<file path="src/rtl/trr_pkg.sv">
package trr_pkg;
  typedef enum logic [1:0] {
    POL_EVERY_NTH = 2'd0,
    POL_FIRST_N   = 2'd1,
    POL_COIN      = 2'd2,
    POL_OFF       = 2'd3
  } samplePolicy_e;

  // control -> datapath strobes
  typedef struct packed {
    logic record;   // sample the current activate row
    logic serve;    // a refresh is being handled
  } ctrlStrobes_t;
endpackage

</file>
<file path="src/rtl/trr_ctrl.sv">
module trr_ctrl
  import trr_pkg::*;
#(
  parameter int         SEL_W     = 4,
  parameter logic [7:0] LFSR_SEED = 8'hA5
)(
  input  logic             clk,
  input  logic             rst_n,
  input  logic             actValid,
  input  logic             refValid,
  input  logic [1:0]       policy,
  input  logic [SEL_W-1:0] sampleN,
  input  logic [7:0]       coinThresh,
  output ctrlStrobes_t     strobes
);
  localparam logic [SEL_W-1:0] SINCE_MAX = '1;

  logic [SEL_W-1:0] freqCnt;
  logic [SEL_W-1:0] sinceRef;
  logic [7:0]       lfsr;
  logic [SEL_W-1:0] nEff;
  logic [SEL_W:0]   freqNext;
  logic             actTake, freqHit, timeHit, coinHit, hit;

  // a refresh in the same cycle masks the activate
  assign actTake  = actValid & ~refValid;
  assign nEff     = (sampleN == '0) ? SEL_W'(1) : sampleN;
  assign freqNext = {1'b0, freqCnt} + 1'b1;
  assign freqHit  = freqNext >= {1'b0, nEff};
  assign timeHit  = sinceRef < nEff;
  assign coinHit  = lfsr < coinThresh;

  always_comb begin
    unique case (samplePolicy_e'(policy))
      POL_EVERY_NTH: hit = freqHit;
      POL_FIRST_N:   hit = timeHit;
      POL_COIN:      hit = coinHit;
      default:       hit = 1'b0;
    endcase
  end

  assign strobes.record = actTake & hit;
  assign strobes.serve  = refValid;

  always_ff @(posedge clk) begin
    if (!rst_n) begin
      freqCnt  <= '0;
      sinceRef <= '0;
      lfsr     <= LFSR_SEED;
    end else begin
      if (refValid) begin
        sinceRef <= '0;
      end else if (actTake) begin
        if (sinceRef != SINCE_MAX) sinceRef <= sinceRef + 1'b1;
      end
      if (actTake) begin
        freqCnt <= freqHit ? '0 : freqNext[SEL_W-1:0];
        lfsr    <= {lfsr[6:0], lfsr[7] ^ lfsr[5] ^ lfsr[4] ^ lfsr[3]};
      end
    end
  end
endmodule

</file>
<file path="src/rtl/trr_table.sv">
module trr_table
  import trr_pkg::*;
#(
  parameter int ROW_W   = 8,
  parameter int ENTRIES = 4,
  parameter int CNT_W   = 4,
  parameter int OCC_W   = 3
)(
  input  logic             clk,
  input  logic             rst_n,
  input  ctrlStrobes_t     strobes,
  input  logic [ROW_W-1:0] rowAddr,
  output logic             vicValid,
  output logic [ROW_W-1:0] vicRow,
  output logic [OCC_W-1:0] occupancy
);
  localparam int IDX_W = (ENTRIES > 1) ? $clog2(ENTRIES) : 1;
  localparam logic [CNT_W-1:0] CNT_MAX = '1;

  logic [ENTRIES-1:0] valid;
  logic [ROW_W-1:0]   rows [ENTRIES];
  logic [CNT_W-1:0]   cnts [ENTRIES];
  logic [ENTRIES-1:0] matchVec;

  logic             matchAny, freeAny, anyValid;
  logic [IDX_W-1:0] matchIdx, freeIdx, minIdx, maxIdx;
  logic [CNT_W-1:0] minCnt, maxCnt;

  logic             lastValid, lastSide, newSide;
  logic [ROW_W-1:0] lastRow, aggrRow;

  generate
    for (genvar g = 0; g < ENTRIES; g++) begin : g_match
      assign matchVec[g] = valid[g] && (rows[g] == rowAddr);
    end
  endgenerate

  // lowest-index match and lowest-index free slot
  always_comb begin
    matchAny = 1'b0; matchIdx = '0;
    freeAny  = 1'b0; freeIdx  = '0;
    for (int i = 0; i < ENTRIES; i++) begin
      if (matchVec[i] && !matchAny) begin
        matchAny = 1'b1; matchIdx = IDX_W'(i);
      end
      if (!valid[i] && !freeAny) begin
        freeAny = 1'b1; freeIdx = IDX_W'(i);
      end
    end
  end

  // eviction candidate: lowest count, first index on ties
  always_comb begin
    minIdx = '0; minCnt = CNT_MAX;
    for (int i = ENTRIES - 1; i >= 0; i--) begin
      if (cnts[i] <= minCnt) begin
        minCnt = cnts[i]; minIdx = IDX_W'(i);
      end
    end
  end

  // service candidate: highest count, first index on ties
  always_comb begin
    anyValid = 1'b0; maxIdx = '0; maxCnt = '0;
    for (int i = 0; i < ENTRIES; i++) begin
      if (valid[i] && (!anyValid || cnts[i] > maxCnt)) begin
        anyValid = 1'b1; maxCnt = cnts[i]; maxIdx = IDX_W'(i);
      end
    end
  end

  // side alternation for a repeatedly served aggressor
  assign aggrRow = rows[maxIdx];
  assign newSide = (lastValid && lastRow == aggrRow) ? ~lastSide : 1'b0;

  always_comb begin
    occupancy = '0;
    for (int i = 0; i < ENTRIES; i++) occupancy = occupancy + OCC_W'(valid[i]);
  end

  always_ff @(posedge clk) begin
    if (!rst_n) begin
      valid     <= '0;
      vicValid  <= 1'b0;
      vicRow    <= '0;
      lastValid <= 1'b0;
      lastSide  <= 1'b0;
      lastRow   <= '0;
      for (int i = 0; i < ENTRIES; i++) begin
        rows[i] <= '0;
        cnts[i] <= '0;
      end
    end else begin
      vicValid <= strobes.serve && anyValid;
      if (strobes.serve) begin
        if (anyValid) begin
          valid[maxIdx] <= 1'b0;
          vicRow        <= newSide ? aggrRow - 1'b1 : aggrRow + 1'b1;
          lastRow       <= aggrRow;
          lastValid     <= 1'b1;
          lastSide      <= newSide;
        end
      end else if (strobes.record) begin
        if (matchAny) begin
          if (cnts[matchIdx] != CNT_MAX) cnts[matchIdx] <= cnts[matchIdx] + 1'b1;
        end else if (freeAny) begin
          valid[freeIdx] <= 1'b1;
          rows[freeIdx]  <= rowAddr;
          cnts[freeIdx]  <= CNT_W'(1);
        end else begin
          rows[minIdx] <= rowAddr;
          cnts[minIdx] <= CNT_W'(1);
        end
      end
    end
  end
endmodule

</file>
<file path="src/rtl/trr_guard.sv">
module trr_guard
  import trr_pkg::*;
#(
  parameter int         ROW_W     = 8,
  parameter int         ENTRIES   = 4,
  parameter int         CNT_W     = 4,
  parameter int         SEL_W     = 4,
  parameter logic [7:0] LFSR_SEED = 8'hA5,
  localparam int        OCC_W     = $clog2(ENTRIES + 1)
)(
  input  logic             clk,
  input  logic             rst_n,
  input  logic             actValid,
  input  logic             refValid,
  input  logic [ROW_W-1:0] rowAddr,
  input  logic [1:0]       policy,
  input  logic [SEL_W-1:0] sampleN,
  input  logic [7:0]       coinThresh,
  output logic             vicValid,
  output logic [ROW_W-1:0] vicRow,
  output logic [OCC_W-1:0] occupancy
);
  ctrlStrobes_t strobes;

  trr_ctrl #(.SEL_W(SEL_W), .LFSR_SEED(LFSR_SEED)) u_ctrl (
    .clk(clk), .rst_n(rst_n), .actValid(actValid), .refValid(refValid),
    .policy(policy), .sampleN(sampleN), .coinThresh(coinThresh),
    .strobes(strobes)
  );

  trr_table #(.ROW_W(ROW_W), .ENTRIES(ENTRIES), .CNT_W(CNT_W), .OCC_W(OCC_W)) u_table (
    .clk(clk), .rst_n(rst_n), .strobes(strobes), .rowAddr(rowAddr),
    .vicValid(vicValid), .vicRow(vicRow), .occupancy(occupancy)
  );
endmodule

</file>
<file path="config.mk">
export PLATFORM = sky130hd
export DESIGN_NAME = trr_guard
export DESIGN_NICKNAME = d
export VERILOG_FILES = /design/src/rtl/trr_pkg.sv /design/src/rtl/trr_ctrl.sv /design/src/rtl/trr_table.sv /design/src/rtl/trr_guard.sv
export SDC_FILE = /design/constraint.sdc
export NUM_CORES = 1
export LEC_CHECK = 0
export BUFFER_PORTS_ARGS = -buffer_cell sky130_fd_sc_hd__buf_2
export CORE_MARGIN = 2
export CORE_UTILIZATION = 40
export CTS_CLUSTER_DIAMETER = 50
export DETAILED_ROUTE_END_ITERATION = 12
export GPL_TIMING_DRIVEN = 0
export MAX_ROUTING_LAYER = met4
export PLACE_DENSITY = 0.58
export SKIP_LAST_GASP = 1
export SLEW_MARGIN = 20
export SYNTH_ARGS = -nofsm -noshare
export SYNTH_HDL_FRONTEND = slang
export SYNTH_SLANG_ARGS = --single-unit
export TNS_END_PERCENT = 20
</file>
<file path="constraint.sdc">
create_clock -name clk -period 19.8 [get_ports clk]
set_input_delay 0 -clock clk [delete_from_list [all_inputs] [get_ports clk]]
set_output_delay 0 -clock clk [all_outputs]
set_load 0.02 [all_outputs]
</file>
=== Yosys cells after proc, flatten, opt, wreduce, memory -nomap -nowiden ===
Memory sizes are Yosys's and may differ from the RTL's.
Cells that the tools add are included.

* Add/subtract/negate cells: 8
* Magnitude comparators: 14
* Eq/ne operators: 11
* Mux-type cells: 79
* Bitwise operators: 11
* Reductions and logical operators: 44

{| class="wikitable"
|+ Operators with widths
! kind !! count
|-
| $mux W4 || 16
|-
| $mux W1 || 42
|-
| $eq A8 B8 Y1 || 5
|-
| $mux W2 || 15
|-
| $mux W8 || 3
|-
| $logic_and A1 B1 Y1 || 17
|-
| $reduce_or A8 Y1 || 2
|-
| $gt A4 B4 Y1 || 3
|-
| $le A4 B4 Y1 || 3
|-
| $reduce_or A4 Y1 || 3
|-
| $logic_not A1 Y1 || 11
|-
| $add A4 B1 Y4 const B || 2
|-
| $add A8 B1 Y8 const B || 1
|-
| $lt A8 B8 Y1 || 1
|-
| $ne A4 B4 Y1 const B || 2
|-
| $sub A8 B1 Y8 const B || 1
|-
| $add A3 B1 Y3 || 2
|-
| $lt A2 B3 Y1 const B || 2
|-
| $add A4 B1 Y5 const B || 1
|-
| $ge A5 B4 Y1 || 1
|-
| $and A4 B4 Y4 || 1
|-
| $demux W1 S2 || 2
|-
| $ge A2 B1 Y1 const B || 2
|-
| $le A4 B4 Y1 const B || 1
|-
| 19 further kinds || 28
|}

* Register bits: 39
* Memory bits (writable): 48
* Input port bits: 26
* Output and inout port bits: 12
* Word-level logic and storage cells: 178
* Memories kept: 2

{| class="wikitable"
|+ Memories
! memory !! depth !! width !! read ports !! clocked after Yosys merged registers in !! wr ports !! RTL line !! RTL
|-
| u_table.rows || 4 || 8 || 5 || 0 || 4 || trr_table.sv:21 || <nowiki>logic [ROW_W-1:0] rows [ENTRIES];</nowiki>
|-
| u_table.cnts || 4 || 4 || 5 || 0 || 4 || trr_table.sv:22 || <nowiki>logic [CNT_W-1:0] cnts [ENTRIES];</nowiki>
|}

=== Depth between registers and ports, before layout ===
Gate-level depths: netlist of run 1.
An unclocked memory read counts as a cell.

* Word-level depth: 25
* Depth in mapped cells: 34
* Mapped depth without buffers: 31

=== Modules after synthesis ===
From an unflattened synthesis of run 1, not the netlist that was laid out.

* Cell total of the unflattened synthesis: 723
* Area total of the unflattened synthesis: 6587.6 sq um

{| class="wikitable"
|+ By module, submodules not included
! module !! instances !! cells each !! area each (sq um) !! seq. area each (sq um)
|-
| trr_table || 1 || 592 || 5490.3 || 1901.8
|-
| trr_ctrl || 1 || 131 || 1097.3 || 320.3
|}

=== Worst setup path after synthesis of run 1 ===
Ideal clock, no wire load.

* Kind: register to register
* From: reg u_table.valid[0]
* To: reg u_table.vicRow[7]
* Setup time: 0.117 ns
* Arrival time: 6.599 ns
* Required time: 19.683 ns
* Path slack: 13.084 ns
* Cell stages (with the launch flop): 32
* Path buffers: 2
* Clock period less this slack: 6.716 ns
* Path through: dfxtp_1 -> nand2_1 -> ha_1 -> nand2_1 -> o21bai_4 -> a21oi_2 -> buf_4 -> nor2_1 -> a21oi_1 -> ha_1 -> a211oi_4 -> a21o_4 -> buf_2 -> nand2_1 -> o21ai_0 -> ha_1 -> nor2b_1 -> o211ai_2 -> a31o_2 -> nand3_4 -> o22a_4 -> a221o_1 -> nor4_4 -> ha_1 -> and2_1 -> o21ai_0 -> inv_1 -> a2111oi_0 -> o21ai_0 -> and3_1 -> mux2i_1 -> nand2_1

* Word-level cells in the longest chain between the ends: 18
* Elaborated cells between the ends (all ways): 30
* Those cells by class: add/sub (2); order compare (3); eq/ne (1); mux (12); reduce/logical (11); memory (1)

{| class="wikitable"
|+ RTL lines
! what !! RTL line !! RTL
|-
| from (decl) || trr_table.sv:20 || <nowiki>logic [ENTRIES-1:0] valid;</nowiki>
|-
| from (signal assigned) || trr_table.sv:83 || <nowiki>valid <= '0;</nowiki>
|-
| from (signal, indexed assignment) || trr_table.sv:97 || <nowiki>valid[maxIdx] <= 1'b0;</nowiki>
|-
| from (signal, indexed assignment) || trr_table.sv:107 || <nowiki>valid[freeIdx] <= 1'b1;</nowiki>
|-
| $mux W4 / $mux W1 (equally long branches) || trr_table.sv:66 || <nowiki>if (valid[i] && (!anyValid || cnts[i] > maxCnt)) begin</nowiki>
|-
| $gt A4 B4 Y1 / $logic_not A1 Y1 (equally long branches) || trr_table.sv:66 ||
|-
| $logic_or A1 B1 Y1 || trr_table.sv:66 ||
|-
| $logic_and A1 B1 Y1 || trr_table.sv:66 ||
|-
| $mux W4 / $mux W1 (equally long branches) || trr_table.sv:66 ||
|-
| $gt A4 B4 Y1 / $logic_not A1 Y1 (equally long branches) || trr_table.sv:66 ||
|-
| $logic_or A1 B1 Y1 || trr_table.sv:66 ||
|-
| $logic_and A1 B1 Y1 || trr_table.sv:66 ||
|-
| [... 4 more ...] || n/a ||
|-
| $mux W2 * || trr_table.sv:66 ||
|-
| $mem_v2 Z4 W8 * || n/a ||
|-
| via u_table.aggrRow[1] || trr_table.sv:30 || <nowiki>logic [ROW_W-1:0] lastRow, aggrRow;</nowiki>
|-
| $eq A8 B8 Y1 * || trr_table.sv:74 || <nowiki>assign newSide = (lastValid && lastRow == aggrRow) ? ~lastSide : 1'b0;</nowiki>
|-
| $logic_and A1 B1 Y1 * || trr_table.sv:74 ||
|-
| $mux W1 * || trr_table.sv:74 ||
|-
| via u_table.newSide || trr_table.sv:29 || <nowiki>logic lastValid, lastSide, newSide;</nowiki>
|-
| $mux W8 * || trr_table.sv:98 || <nowiki>vicRow <= newSide ? aggrRow - 1'b1 : aggrRow + 1'b1;</nowiki>
|-
| to (signal assigned) || trr_table.sv:98 ||
|-
| to (decl) || trr_table.sv:14 || <nowiki>output logic [ROW_W-1:0] vicRow,</nowiki>
|}

The timed path passes the listed nets; every way through them passes the cells marked *.
A chain may end at the register's enable or synchronous reset.

=== Final worst setup path of run 1 ===
* From: reg u_table.valid[0]
* To: reg u_table.vicRow[7]

* Word-level cells in the longest chain between the ends: 18
* Elaborated cells between the ends (all ways): 30
* Those cells by class: add/sub (2); order compare (3); eq/ne (1); mux (12); reduce/logical (11); memory (1)

{| class="wikitable"
|+ RTL lines
! what !! RTL line
|-
| $mux W4 / $mux W1 (equally long branches) || trr_table.sv:66
|-
| $gt A4 B4 Y1 / $logic_not A1 Y1 (equally long branches) || trr_table.sv:66
|-
| $logic_or A1 B1 Y1 || trr_table.sv:66
|-
| $logic_and A1 B1 Y1 || trr_table.sv:66
|-
| $mux W4 / $mux W1 (equally long branches) || trr_table.sv:66
|-
| $gt A4 B4 Y1 / $logic_not A1 Y1 (equally long branches) || trr_table.sv:66
|-
| $logic_or A1 B1 Y1 || trr_table.sv:66
|-
| $logic_and A1 B1 Y1 || trr_table.sv:66
|-
| [... 3 more ...] || n/a
|-
| $logic_and A1 B1 Y1 || trr_table.sv:66
|-
| $mux W2 * || trr_table.sv:66
|-
| $mem_v2 Z4 W8 * || n/a
|-
| $eq A8 B8 Y1 * || trr_table.sv:74
|-
| $logic_and A1 B1 Y1 * || trr_table.sv:74
|-
| $mux W1 * || trr_table.sv:74
|-
| via u_table.newSide || trr_table.sv:29
|-
| $mux W8 * || trr_table.sv:98
|}

Marks and branches as above.

==> impl_metrics.yaml, run 1 <==
timing:
  drv_slew: 0
  skew_ns: 0.0185
  layout_setup_ws_ns: 11.62
  finalWorstPathRequiredPeriod_ns: 8.18
  relSlewSlack_pct: 34.8
  fin_crit_sh_pct: 41.3
  setup_viol: 0
  finalHoldViolCount: 0
  rsz0062_at_grt: "false"
  fmax_mhz: 122
  fin_setup_tns_ns: 0
  worstMarginPinSlew_ns: 0.971
global_route:
  antenna_found_initial: 0
  grt_first_pass_wirelength_um: 28400
  track_usage_pct: 22.3
  grt_pass1_vias: 5566
  grt_max_degree: 16
  grt_overflow: 0
hold_path:
  worst_hold_path_type: "input port to flip-flop"
critical_path:
  slowest_stage: "dfxtp_1"
  end_kind: "flip-flop"
  cp_max_fo: 10
  critPathRequiredTime_ns: 20.05
  critical_path.top_delay_family: "compound AO/OA/AOI/OAI gates"
  critical_path.max_stage_delay_ns: 0.54
  path_class: "flip-flop to flip-flop"
  worst_path_most_repeated_cell: "ha_1"
  critPathArrivalTime_ns: 8.43
  critical_path_buf_inv_count: 5
  worstSetupStartpointType: "flip-flop"
cells_and_area:
  nets: 838
  drive_above_1_share_pct: 11.1
  n_antenna_cell: 0
  syn_to_final_growth_pct: 11.4
yosys:
  synth-main-ff-cell: "edfxtp_1"
  ys_seq_elements: 87
  post_synth_mux_area_share_pct: 1.57
  synthAdderAreaFrac_pct: 10.7
  ys_seq_area_share_pct: 34.5
  synth_compound_area_share_pct: 20.9
  async_reset_ff_share_pct: 0
  synth-xor-area-share_pct: 6.12
  yosys.area_share.simple_pct: 21.2
  synth_area_mm2: 0.00644
  synth_edf_count: 48
  avgSynthCellArea_um2: 8.98
  synth_top_family_by_area: "simple AND/OR/NAND/NOR gates"
  syn_inst: 717
  ys_types: 73
  syn_nets: 797
  ys_warn_count: 0
route:
  detail_route.wl_per_cell_um: 17.6
  ant_nets: 0
  wl_um: 17200
  drcViolationCount: 0
  drt_iter0_drc: 334
  vias: 5488
  drt-pass1-iter-count: 7
  via_per_inst: 5.61
pwr:
  power_density_mw_per_mm2: 62.9
  ir_drop_uv: 36.5
  leakagePower_nw: 2.94
place:
  gp_congestion: 0.913
  pre_cts_slack_ns: 11.72
  dp_hpwl_um: 13700
  io_buffers: 29
clock_tree:
  cts.sinks: 87
  hold_buffers: 1
  clockRootBuffer: "clkbuf_16"
  cts_max_path_buffers: 2
  cts_buffers: 9
  h-tree-depth: 3
  cts_tree: "built"
  cts_setup_buffers: 0
  clk_pin_slew_ns: 0.07
  clk_latency_ns: 0.36
  cts-resized-gates: 0
flow_run:
  cap_violations: 0
outcome:
  status: "finished clean"
die:
  fp.dieW_um: 131
  die_h_um: 131
  start_util_pct: 40.7
  ios: 38
  std_cell_rows: 46
  core_area_mm2: 0.0158
  die_area_mm2: 0.0171
## tightest hold or removal path, cell delays in order
cell,delay [ns]
buf_2,0.09
nand2b_1,0.13
nor2_1,0.13
## registers in the layout (all words and copies together) (netlist names)
signal,flops
u_table.lastValid,1
u_table.lastRow,8
u_table.cnts,16
u_table.rows,32
u_ctrl.freqCnt,4
u_table.lastSide,1
u_table.vicRow,8
u_ctrl.sinceRef,4
u_table.vicValid,1
u_table.valid,4
u_ctrl.lfsr,8
## layout make-up
class	instances	area [µm²]
fill	1527	8660
multi-input combinational	550	3900
sequential	87	2220
tap	216	270
clock buffer	10	239
inverter	53	199
timing repair buffer	30	155
buffer	27	120
clock inverter	6	66.3
## kinds of logic (layout without fill, tap and decap cells)
| family | Yosys count | in the layout |
|---|---|---|
| AOI/OAI and AO/OA | 180 | 180 |
| xor gates and xnor gates | 45 | 45 |
| buffers and inverters | 80 | 126 |
| DFF | 87 | 87 |
| muxes | 10 | 10 |
| and+or+nand+nor | 261 | 261 |
| adders and majority gates | 54 | 54 |
## metal layers
| metal | share of wire, % | track usage [%] |
|---|---|---|
| met5 | 0 | - |
| met4 | 3.2 | 10.6 |
| met2 | 45 | 34.7 |
| met1 | 46 | 28.5 |
| met3 | 6.0 | 3.46 |
## power breakdown
group          switching [W]  leakage (nW)  internal (W)   total, W
Clock              0.0000767         0.154      0.000102   0.000179
Sequential        0.00000664         0.815      0.000197   0.000204
Combinational      0.0000406          1.97     0.0000275  0.0000681
Total               0.000124          2.94      0.000327   0.000451
## Yosys cell counts, drive strengths merged, types with 2 or more instances
| library cell | count | area [µm²] |
|---|---|---|
| nand2 | 71 | 267 |
| inv | 53 | 199 |
| ha | 52 | 651 |
| edfxtp | 48 | 1440 |
| nor2 | 41 | 154 |
| xnor2 | 40 | 350 |
| and2 | 39 | 244 |
| dfxtp | 39 | 781 |
| o21ai | 39 | 195 |
| a21oi | 33 | 169 |
| nand3 | 23 | 133 |
| nor2b | 22 | 138 |
| a21boi | 18 | 135 |
| clkbuf | 14 | 52.6 |
| a21o | 13 | 113 |
| buf | 13 | 67.6 |
| and3 | 11 | 68.8 |
| nand4 | 11 | 75.1 |
| nor3 | 10 | 50.1 |
| mux2i | 9 | 90.1 |
| nand2b | 9 | 56.3 |
| or3 | 9 | 56.3 |
| a311oi | 8 | 70.1 |
| o21a | 8 | 60.1 |
| nor4 | 7 | 65.1 |
| a211oi | 6 | 70.1 |
| a211o | 5 | 43.8 |
| a31oi | 5 | 46.3 |
| o211ai | 5 | 47.5 |
| o22a | 5 | 52.6 |
| o32a | 5 | 51.3 |
| xor2 | 5 | 43.8 |
| o22ai | 4 | 25.0 |
| or2 | 4 | 25.0 |
| a31o | 3 | 26.3 |
| o2111ai | 3 | 32.5 |
| o31ai | 3 | 22.5 |
| a2111oi | 2 | 36.3 |
| a32oi | 2 | 17.5 |
| fa | 2 | 40.0 |
| o211a | 2 | 20.0 |
| o21bai | 2 | 26.3 |
| o221ai | 2 | 17.5 |
| o2bb2ai | 2 | 17.5 |
## cell usage in the layout (no fill, tap or decap), drive strengths merged, types with 3 or more instances in the layout
cell / n
a21oi: 33
nand2b: 9
nand3: 23
o22ai: 4
nor3: 10
a311oi: 8
ha: 52
and2: 39
dfxtp: 39
nor4: 7
a31o: 3
or3: 9
mux2i: 9
nor2: 41
and3: 11
buf: 42
o32a: 5
edfxtp: 48
xnor2: 40
a211oi: 6
o21a: 8
nand4: 11
a211o: 5
nor2b: 22
o2111ai: 3
xor2: 5
a31oi: 5
o31ai: 3
inv: 56
nand2: 71
clkbuf: 24
o22a: 5
o21ai: 39
a21o: 13
a21boi: 18
o211ai: 5
or2: 4
## final timing paths
check / from / end / slack [ns] / cells past startpoint
worst max-delay path: u_table.valid[0] / u_table.vicRow[7] / 11.62 / 32
worst max register to register: u_table.valid[0] / u_table.vicRow[7] / 11.62 / 32
worst min register to register: u_table.lastSide / u_table.lastSide / 0.47 / 2
worst min-delay path: rst_n / u_ctrl.sinceRef[1] / 0.03 / 3
## per-stage QoR
step	hold WS (ns)	util, %	instance area [µm²]	std cells	power (W)
2_1_floorplan	0.193	-	6440	717	0.000255
3_3_place_gp	0.347	43.3	6850	962	0.000273
4_1_cts	0.0209	45.3	7170	979	0.000454
6_report	0.0295	45.3	7170	979	0.000451
5_1_grt	0.0590	45.3	7170	979	0.000468
3_5_place_dp	0.372	43.3	6850	962	0.000275
Note: power is estimated with default switching activity, not from simulation.
==> run 2, diff against run 1 <==
--- a/config.mk
+++ b/config.mk
@@ -12,7 +12,7 @@
 export DETAILED_ROUTE_END_ITERATION = 12
 export GPL_TIMING_DRIVEN = 0
 export MAX_ROUTING_LAYER = met4
-export PLACE_DENSITY = 0.58
+export PLACE_DENSITY = 0.6
 export SKIP_LAST_GASP = 1
 export SLEW_MARGIN = 20
 export SYNTH_ARGS = -nofsm -noshare
==> constraint.sdc (replaced) <==
create_clock -name clk -period 7.5 [get_ports clk]
set_input_delay 0 -clock clk [delete_from_list [all_inputs] [get_ports clk]]
set_output_delay 0 -clock clk [all_outputs]
set_load 0.02 [all_outputs]
==> impl_metrics.yaml, run 2 (synthesis gave the netlist of run 1 again) <==
die:
  start_util_pct: 40.7
  core_area_mm2: 0.0158
  fp.dieW_um: 131
  std_cell_rows: 46
  die_h_um: 131
  ios: 38
  die_area_mm2: 0.0171
pwr:
  p_total_w: 0.00114
  leakagePower_nw: 3.01
  ir_drop_uv: 117
  power_density_mw_per_mm2: 155
outcome:
  status: "finished clean"
place:
  io_buffers: 29
  placed_area_mm2: 0.00685
  gp_congestion: 0.925
  dp_hpwl_um: 13500
hold_path:
  min_from: "rst_n"
  worst_hold_path_type: "input port to flip-flop"
  hold_depth: 3
critical_path:
  critPathArrivalTime_ns: 7.40
  end_kind: "flip-flop"
  cp_max_fo: 10
  reg2reg_depth: 34
  critical_path.max_stage_delay_ns: 0.43
  path_class: "flip-flop to flip-flop"
  r2r-start: "u_table.cnts[0][3]"
  worstSetupStartpointType: "flip-flop"
  worstSetupStartpoint: "u_table.cnts[0][3]"
  critPathRequiredTime_ns: 7.74
  slowest_stage: "edfxtp_1"
  reg2reg_setup_slack_ns: 0.34
route:
  ant_nets: 0
  drt-pass1-iter-count: 5
  detail_route.wl_per_cell_um: 17.6
  via_per_inst: 5.57
  drcViolationCount: 0
  vias: 5515
  drt_iter0_drc: 345
  wl_um: 17400
global_route:
  grt_pass1_vias: 5365
  grt_max_degree: 14
  antenna_found_initial: 0
  grt_overflow: 0
  grt_first_pass_wirelength_um: 27500
  track_usage_pct: 21.5
cells_and_area:
  final_area_mm2: 0.00737
  ff_latch_area_mm2: 0.00223
  multiInputGateArea_mm2: 0.00403
  nets: 850
  syn_to_final_growth_pct: 14.5
  n_antenna_cell: 0
  drive_above_1_share_pct: 14.2
  fillers: 1498
  layout_common_cells: "71 x nand2_1, 52 x inv_1, 51 x ha_1"
  largest_reg_flops: 32
  regMostFlops: "u_table.rows"
  reg_top3: "u_table.rows: 32 flops, u_table.cnts: 16 flops"
  final_common_cell: "nand2_1"
timing:
  setup_viol: 0
  worstMarginPinSlew_ns: 1.05
  fin_crit_sh_pct: 95.5
  finalWorstPathRequiredPeriod_ns: 7.16
  fmax_mhz: 140
  drv_slew: 0
  skew_ns: 0.00834
  relSlewSlack_pct: 29.6
  finalHoldViolCount: 0
clock_tree:
  clk_pin_slew_ns: 0.06
  h-tree-depth: 3
  clockRootBuffer: "clkbuf_16"
  cts_max_path_buffers: 2
  clk_latency_ns: 0.35
  cts_tree: "built"
  cts.sinks: 87
  cts_buffers: 9
flow_run:
  cap_violations: 0
## run 2: cell count changes in the layout (fill, tap and decap cells not counted), moves of 2 or more
cell	change
buf_4	+12
a311oi_1	-5
a311oi_2	+3
inv_6	-3
o21ai_1	-3
o21ai_2	+3
a21oi_1	-2
a311oi_4	+2
buf_2	-2
clkbuf_1	+2
## run 2: where the power goes
part           internal [W]  switching, W
sequential         0.000520     0.0000179
combinational     0.0000766      0.000111
clock              0.000232      0.000184
total              0.000828      0.000313
## run 2: layout make-up
class / instances / share of cell area, %
multi-input combinational: 550 / 54.7
timing repair buffer: 42 / 3.33
tap: 216 / 3.67
sequential: 87 / 30.2
clock buffer: 12 / 3.34
buffer: 27 / 1.75
clock inverter: 4 / 0.289
inverter: 53 / 2.70
## run 2: path summary, 6_finish.rpt
check	endpoint
worst max-delay path	u_table.vicRow[6]
worst min-delay path	u_ctrl.sinceRef[1]
worst max register to register	u_table.vicRow[6]
worst min register to register	u_table.lastSide
## run 2: timing repair
item | in CTS | in global routing
setup endpoints to repair | 3 | 5
hold buffers | 1 | 0
endpoints found under the hold margin | 1 | 0
setup buffers | 2 | 10
gates resized for setup | 7 | 21
pin swaps | 1 | 7
## run 2: per-layer routing
metal / GRT usage (%) / up-vias / routed length [µm]
met2: 34.5 / 158 / 8250
met5: - / - / 0
li1: - / 2683 / -
met4: 6.01 / 0 / 197
met1: 27.8 / 2654 / 8060
met3: 4.15 / 20 / 891
## run 2: through the flow
| step | hold slack, ns | TNS [ns] | util, % | std cells | setup WS [ns] |
|---|---|---|---|---|---|
| floorplan | 0.193 | 0 | - | 717 | 0.784 |
| global placement | 0.349 | -0.915 | 43.3 | 962 | -0.492 |
| detailed placement | 0.354 | -1.46 | 43.3 | 962 | -0.733 |
| CTS | 0.0454 | 0 | 45.3 | 981 | 0.0147 |
| global route | 0.0801 | -0.0158 | 46.6 | 991 | -0.0158 |
| finish | 0.0514 | 0 | 46.6 | 991 | 0.339 |
## run 2: critical path, delay by kind of cell (launching register included)
family	cells	cell delay [ns]
xor+xnor	1	0.17
buf+inv	5	0.94
simple gates	8	0.89
fa+ha+maj	4	1.35
flops	1	0.43
compound gates	16	3.27
